--- src/rtl/sdo_pkg.sv ---
// Shared definitions for the sigma-delta control-level output.
// Assumes each channel owns two consecutive register addresses.
package sdo_pkg;

    // Which half of a channel's control word a register holds
    typedef enum logic {
        SEL_HI = 1'b0,
        SEL_LO = 1'b1
    } half_sel_e;

    localparam int unsigned REGS_PER_CH = 2;

    // Address of one half-register of a channel
    function automatic int unsigned reg_addr(input int unsigned ch, input half_sel_e sel);
        return REGS_PER_CH * ch + int'(sel);
    endfunction

endpackage

--- src/rtl/sdo_reg_bank.sv ---
// Holds one channel's control word and flag-enable bit.
// Decodes the write strobe against this channel's two addresses and
// updates each half on its own write, so the word changes at once.
// Assumes HI_W > LO_W, so that the flag bit and the nibble field do not overlap.
module sdo_reg_bank #(
    parameter int unsigned WORD_W = 12,
    parameter int unsigned LO_W   = 4,
    parameter int unsigned ADDR_W = 3,
    parameter int unsigned CH_IDX = 0
) (
    input  logic                     clk,
    input  logic                     rst_n,
    input  logic                     wr_en,
    input  logic [ADDR_W-1:0]        wr_addr,
    input  logic [WORD_W-LO_W-1:0]   wr_data,
    output logic [WORD_W-1:0]        word_o,
    output logic                     flag_o
);
    localparam int unsigned HI_W = WORD_W - LO_W;
    localparam logic [ADDR_W-1:0] HI_ADDR =
        ADDR_W'(sdo_pkg::reg_addr(CH_IDX, sdo_pkg::SEL_HI));
    localparam logic [ADDR_W-1:0] LO_ADDR =
        ADDR_W'(sdo_pkg::reg_addr(CH_IDX, sdo_pkg::SEL_LO));

    logic [HI_W-1:0] hi_q;
    logic [LO_W-1:0] lo_q;
    logic            flag_q;
    logic            hit_hi;
    logic            hit_lo;

    // Address match for the two halves
    always_comb begin
        hit_hi = wr_en && (wr_addr == HI_ADDR);
        hit_lo = wr_en && (wr_addr == LO_ADDR);
    end

    // Register update: each half loads independently
    always_ff @(posedge clk) begin
        if (!rst_n) begin
            hi_q   <= '0;
            lo_q   <= '0;
            flag_q <= 1'b0;
        end else begin
            if (hit_hi) begin
                hi_q <= wr_data;
            end
            if (hit_lo) begin
                lo_q   <= wr_data[HI_W-1 -: LO_W];
                flag_q <= wr_data[0];
            end
        end
    end

    // Assembled word and flag
    always_comb begin
        word_o = {hi_q, lo_q};
        flag_o = flag_q;
    end
endmodule

--- src/rtl/sdo_accum.sv ---
// First-order sigma-delta core: a WORD_W-bit accumulator whose
// carry out is registered as the modulated bit each clock.
// Assumes the accumulator runs freely and only reset clears it.
module sdo_accum #(
    parameter int unsigned WORD_W = 12
) (
    input  logic              clk,
    input  logic              rst_n,
    input  logic [WORD_W-1:0] word_i,
    output logic              bit_o
);
    logic [WORD_W-1:0] acc_q;
    logic              bit_q;
    logic [WORD_W:0]   sum;

    // Accumulator plus word, with the carry kept
    always_comb begin
        sum = {1'b0, acc_q} + {1'b0, word_i};
    end

    // Accumulator and carry registers
    always_ff @(posedge clk) begin
        if (!rst_n) begin
            acc_q <= '0;
            bit_q <= 1'b0;
        end else begin
            acc_q <= sum[WORD_W-1:0];
            bit_q <= sum[WORD_W];
        end
    end

    // Modulated bit output
    always_comb begin
        bit_o = bit_q;
    end
endmodule

--- src/rtl/sdo_out_sel.sv ---
// Chooses the pin level: the modulated bit, or the word's top bit
// held statically while the flag-enable bit is set.
// Assumes both inputs are already registered.
module sdo_out_sel #(
    parameter int unsigned WORD_W = 12
) (
    input  logic              flag_i,
    input  logic [WORD_W-1:0] word_i,
    input  logic              mod_bit_i,
    output logic              pin_o
);
    // Static level or modulated stream
    always_comb begin
        pin_o = flag_i ? word_i[WORD_W-1] : mod_bit_i;
    end
endmodule

--- src/rtl/sdo_ctrl_dac.sv ---
// Multi-channel sigma-delta control-level output.
// Each channel has a register bank, a first-order modulator and an output select.
// Assumes NUM_CH * 2 <= 2**ADDR_W, and that the data width equals WORD_W-LO_W.
module sdo_ctrl_dac #(
    parameter int unsigned NUM_CH = 2,
    parameter int unsigned WORD_W = 12,
    parameter int unsigned LO_W   = 4,
    parameter int unsigned ADDR_W = 3
) (
    input  logic                   clk,
    input  logic                   rst_n,
    input  logic                   wr_en,
    input  logic [ADDR_W-1:0]      wr_addr,
    input  logic [WORD_W-LO_W-1:0] wr_data,
    output logic [NUM_CH-1:0]      sd_out
);
    logic [NUM_CH-1:0][WORD_W-1:0] ch_word;
    logic [NUM_CH-1:0]             ch_flag;
    logic [NUM_CH-1:0]             ch_mod;

    for (genvar c = 0; c < NUM_CH; c++) begin : g_ch
        sdo_reg_bank #(
            .WORD_W (WORD_W),
            .LO_W   (LO_W),
            .ADDR_W (ADDR_W),
            .CH_IDX (c)
        ) i_regs (
            .clk     (clk),
            .rst_n   (rst_n),
            .wr_en   (wr_en),
            .wr_addr (wr_addr),
            .wr_data (wr_data),
            .word_o  (ch_word[c]),
            .flag_o  (ch_flag[c])
        );

        sdo_accum #(
            .WORD_W (WORD_W)
        ) i_accum (
            .clk    (clk),
            .rst_n  (rst_n),
            .word_i (ch_word[c]),
            .bit_o  (ch_mod[c])
        );

        sdo_out_sel #(
            .WORD_W (WORD_W)
        ) i_sel (
            .flag_i    (ch_flag[c]),
            .word_i    (ch_word[c]),
            .mod_bit_i (ch_mod[c]),
            .pin_o     (sd_out[c])
        );
    end
endmodule

--- config.mk ---
export PLATFORM = sky130hd
export DESIGN_NAME = sdo_ctrl_dac
export DESIGN_NICKNAME = d
export VERILOG_FILES = /design/src/rtl/sdo_pkg.sv /design/src/rtl/sdo_reg_bank.sv /design/src/rtl/sdo_accum.sv /design/src/rtl/sdo_out_sel.sv /design/src/rtl/sdo_ctrl_dac.sv
export SDC_FILE = /design/constraint.sdc
export NUM_CORES = 1
export LEC_CHECK = 0
export ABC_AREA = 0
export ABC_CLOCK_PERIOD_IN_PS = 2300
export BUFFER_PORTS_ARGS = -buffer_cell sky130_fd_sc_hd__buf_2
export CORE_AREA = 2 2 74 76
export CTS_CLUSTER_DIAMETER = 40
export DETAILED_ROUTE_END_ITERATION = 6
export DIE_AREA = 0 0 76 78
export PLACE_DENSITY = 0.71
export SLEW_MARGIN = 20
export SYNTH_ARGS = -nofsm -noshare
export SYNTH_HDL_FRONTEND = slang
export SYNTH_SLANG_ARGS = --single-unit
--- constraint.sdc ---
create_clock -name clk -period 2.3 [get_ports clk]
set_input_delay 0 -clock clk [delete_from_list [all_inputs] [get_ports clk]]
set_output_delay 0 -clock clk [all_outputs]
set_load 0.1 [all_outputs]
==> run_results.csv <==
group,metric,value,unit
run_status,status,"complete, no violations",
place,io_buffers,15,
synthesis,async_flop_share,0,%
pwr,total_leakage_power,1.37,nW
sta,finalSetupTns,0,ns
grt,overflow,0,
synthesis,seq_area_frac_synth,38.2,%
route,final_antenna_net_count,0,
grt,grt_usage,19.9,%
clock_tree,worstSkewPairLatency,0.30,ns
critical_path,arrival,2.25,ns
route,drt_first_iter_violations,182,
synthesis,synthCells,312,
synthesis,ys_seq_elements,52,
synthesis,ys_types,48,
clock_tree,cts.path.max_buffers,2,
synthesis,syn_avg_cell_area,8.73,um2
floorplan,io_pins,16,
place,placed_area,2840,um2
critical_path,worstPathRequired,2.49,ns
critical_path,cp_max_fo,3,
clock_tree,cts_tree,"yes",
layout,area_growth,11.9,%
grt,grt_pass1_vias,2049,
sta,max_freq,486,MHz
layout,insertedDiodeCount,0,
clock_tree,clk_pin_slew_worst_paths,0.09,ns
layout,layout_common_cells,"52 x dfxtp_1, 48 x nand2_1, 38 x a21oi_1, 26 x nor2_1, 24 x ha_1",
sta,finalSetupViolations,0,
clock_tree,postCtsSetupBuffers,0,
place,place_congestion,0.861,
synthesis,syn_area,2730,um2
layout,drive_gt1_share,10.5,%
critical_path,critPathCaptureType,"register",
sta,slew_viol_final,0,
sta,finalHoldViolCount,0,
pwr,power.density,615,nW/um2
layout,nFillCells,436,
floorplan,rows,26,
place,dp_cells,387,
route,vias_per_cell,5.42,
synthesis,synth-edff-count,0,
synthesis,synth-warning-count,0,
route,firstDrtPassIters,6,
synthesis,synth_ff_type,"dfxtp_1",
sta,slew_headroom,41.5,%
sta,period_minus_slack,2.06,ns
clock_tree,ctsHtreeMaxLevel,2,
clock_tree,clock_tree.root_cell,"clkbuf_8",
layout,nets,372,
critical_path,criticalPathCategory,"reg2reg",
layout,final_common_cell,"dfxtp_1",
floorplan,initial_core_util,54.0,%
grt,grt_pass1_wl,9520,um
sta,fin_worst_skew,0.00205,ns
floorplan,die_x,76,um
flow_run,drv_cap,0,
sta,min_period_over_period,89.4,%
route,wl_per_cell,13.8,um
sta,rsz0062_at_grt,"false",
layout,post_layout_nonfiller_instances,403,
route,drc,0,
critical_path,critPathLaunchType,"register",
pwr,ir_drop,0.446,mV
grt,antenna_found_initial,0,
floorplan,core,5040,um2
pwr,p_total,0.00187,W
floorplan,dieHeight,78,um
sta,whs,0.143,ns
place,post-dp-hpwl,4020,um
route,vias,2184,
sta,worst_pin_slew,0.870,ns
clock_tree,cts_sinks,52,
synthesis,synth_nets,352,
clock_tree,cts_inserted_buffers,5,
worst_hold_path,hp-class,"in2reg",
floorplan,die-area,5930,um2
grt,grt_max_degree,26,
route,drt-total-wl,5550,um
layout,design_area,3050,um2
==> metrics by stage <==
step,setup slack (ns),util [%]
global route,0.0984,60.5
global placement,0.305,56.4
finish,0.243,60.5
CTS,0.244,60.5
detailed placement,0.264,56.4
floorplan,0.386,-
==> per-layer routing <==
layer,up-vias,part of all wire (%),track usage [%]
met5,-,0,0
met4,0,1.2,6.00
met3,8,4.5,3.02
met2,53,45,33.0
met1,976,49,27.0
li1,1147,-,-
==> what timing repair did <==
action | in CTS | in global routing
hold endpoints to repair | 15 | 0
gates resized for setup | 0 | 0
endpoints found under the setup margin | 0 | 0
hold buffers | 8 | 0
==> cell usage after synthesis (all sizes together) (5+ instances only) <==
| master | number | area share (%) |
|---|---|---|
| dfxtp | 52 | 38 |
| nand2 | 48 | 6.6 |
| a21oi | 40 | 7.6 |
| nor2 | 26 | 3.6 |
| ha | 24 | 11 |
| mux2i | 13 | 4.8 |
| o21ai | 9 | 1.8 |
| a21o | 8 | 2.2 |
| nand3 | 7 | 1.3 |
| and2 | 6 | 1.4 |
| buf | 6 | 1.4 |
| clkbuf | 6 | 0.83 |
| nand2b | 5 | 1.1 |
| xor2 | 5 | 1.6 |
==> sequential cells by signal, summed over array words and instances (netlist names) <==
register            cells
g_ch.i_regs.hi_q       16
g_ch.i_accum.acc_q     24
g_ch.i_accum.bit_o      2
g_ch.i_regs.flag_o      2
g_ch.i_regs.lo_q        8
==> final cells by class <==
| class | count | area (um2) | share of cell area [%] |
|---|---|---|---|
| clock buffers | 7 | 96.3 | 3.16 |
| clock inverters | 1 | 30.0 | 0.985 |
| inverters | 4 | 15.0 | 0.492 |
| multi-input cells | 244 | 1610 | 52.8 |
| flip-flops and latches | 52 | 1040 | 34.1 |
| well taps | 70 | 87.6 | 2.87 |
| repair buffers | 25 | 170 | 5.58 |
==> report_power, final <==
part           leakage, nW  switching, W  internal (W)  total (W)
combinational        0.880      0.000137     0.0000997   0.000236
clock               0.0645      0.000294      0.000384   0.000678
sequential           0.422     0.0000171      0.000942   0.000959
==> critical path, cell delays in order (launching register included) <==
cell and delay, ns:
dfxtp_1 0.32, ha_1 0.23, fa_1 0.41, a21oi_1 0.23, o21bai_1 0.12, a21oi_1 0.20
nor4b_1 0.07, or3_1 0.37
==> kinds of logic after synthesis <==
logic type	Yosys count	synth area share [%]
mux	16	6.01
fa+ha+maj	26	12.5
simple gates	117	20.3
flops	52	38.2
compound gates	76	17.4
buf+inv	16	2.75
xor+xnor	9	2.89
==> worst paths after layout <==
check	startpoint	endpoint	slack (ns)	depth (start not counted)
setup / recovery	g_ch[1].i_regs.lo_q[0]	g_ch[1].i_accum.acc_q[6]	0.24	7
hold / removal	wr_addr[0]	g_ch[0].i_regs.hi_q[3]	0.14	4
setup reg to reg	g_ch[1].i_regs.lo_q[0]	g_ch[1].i_accum.acc_q[6]	0.24	7
hold reg to reg	g_ch[1].i_regs.hi_q[4]	g_ch[1].i_regs.hi_q[4]	0.47	2
Power figures use the tool's default switching activity.
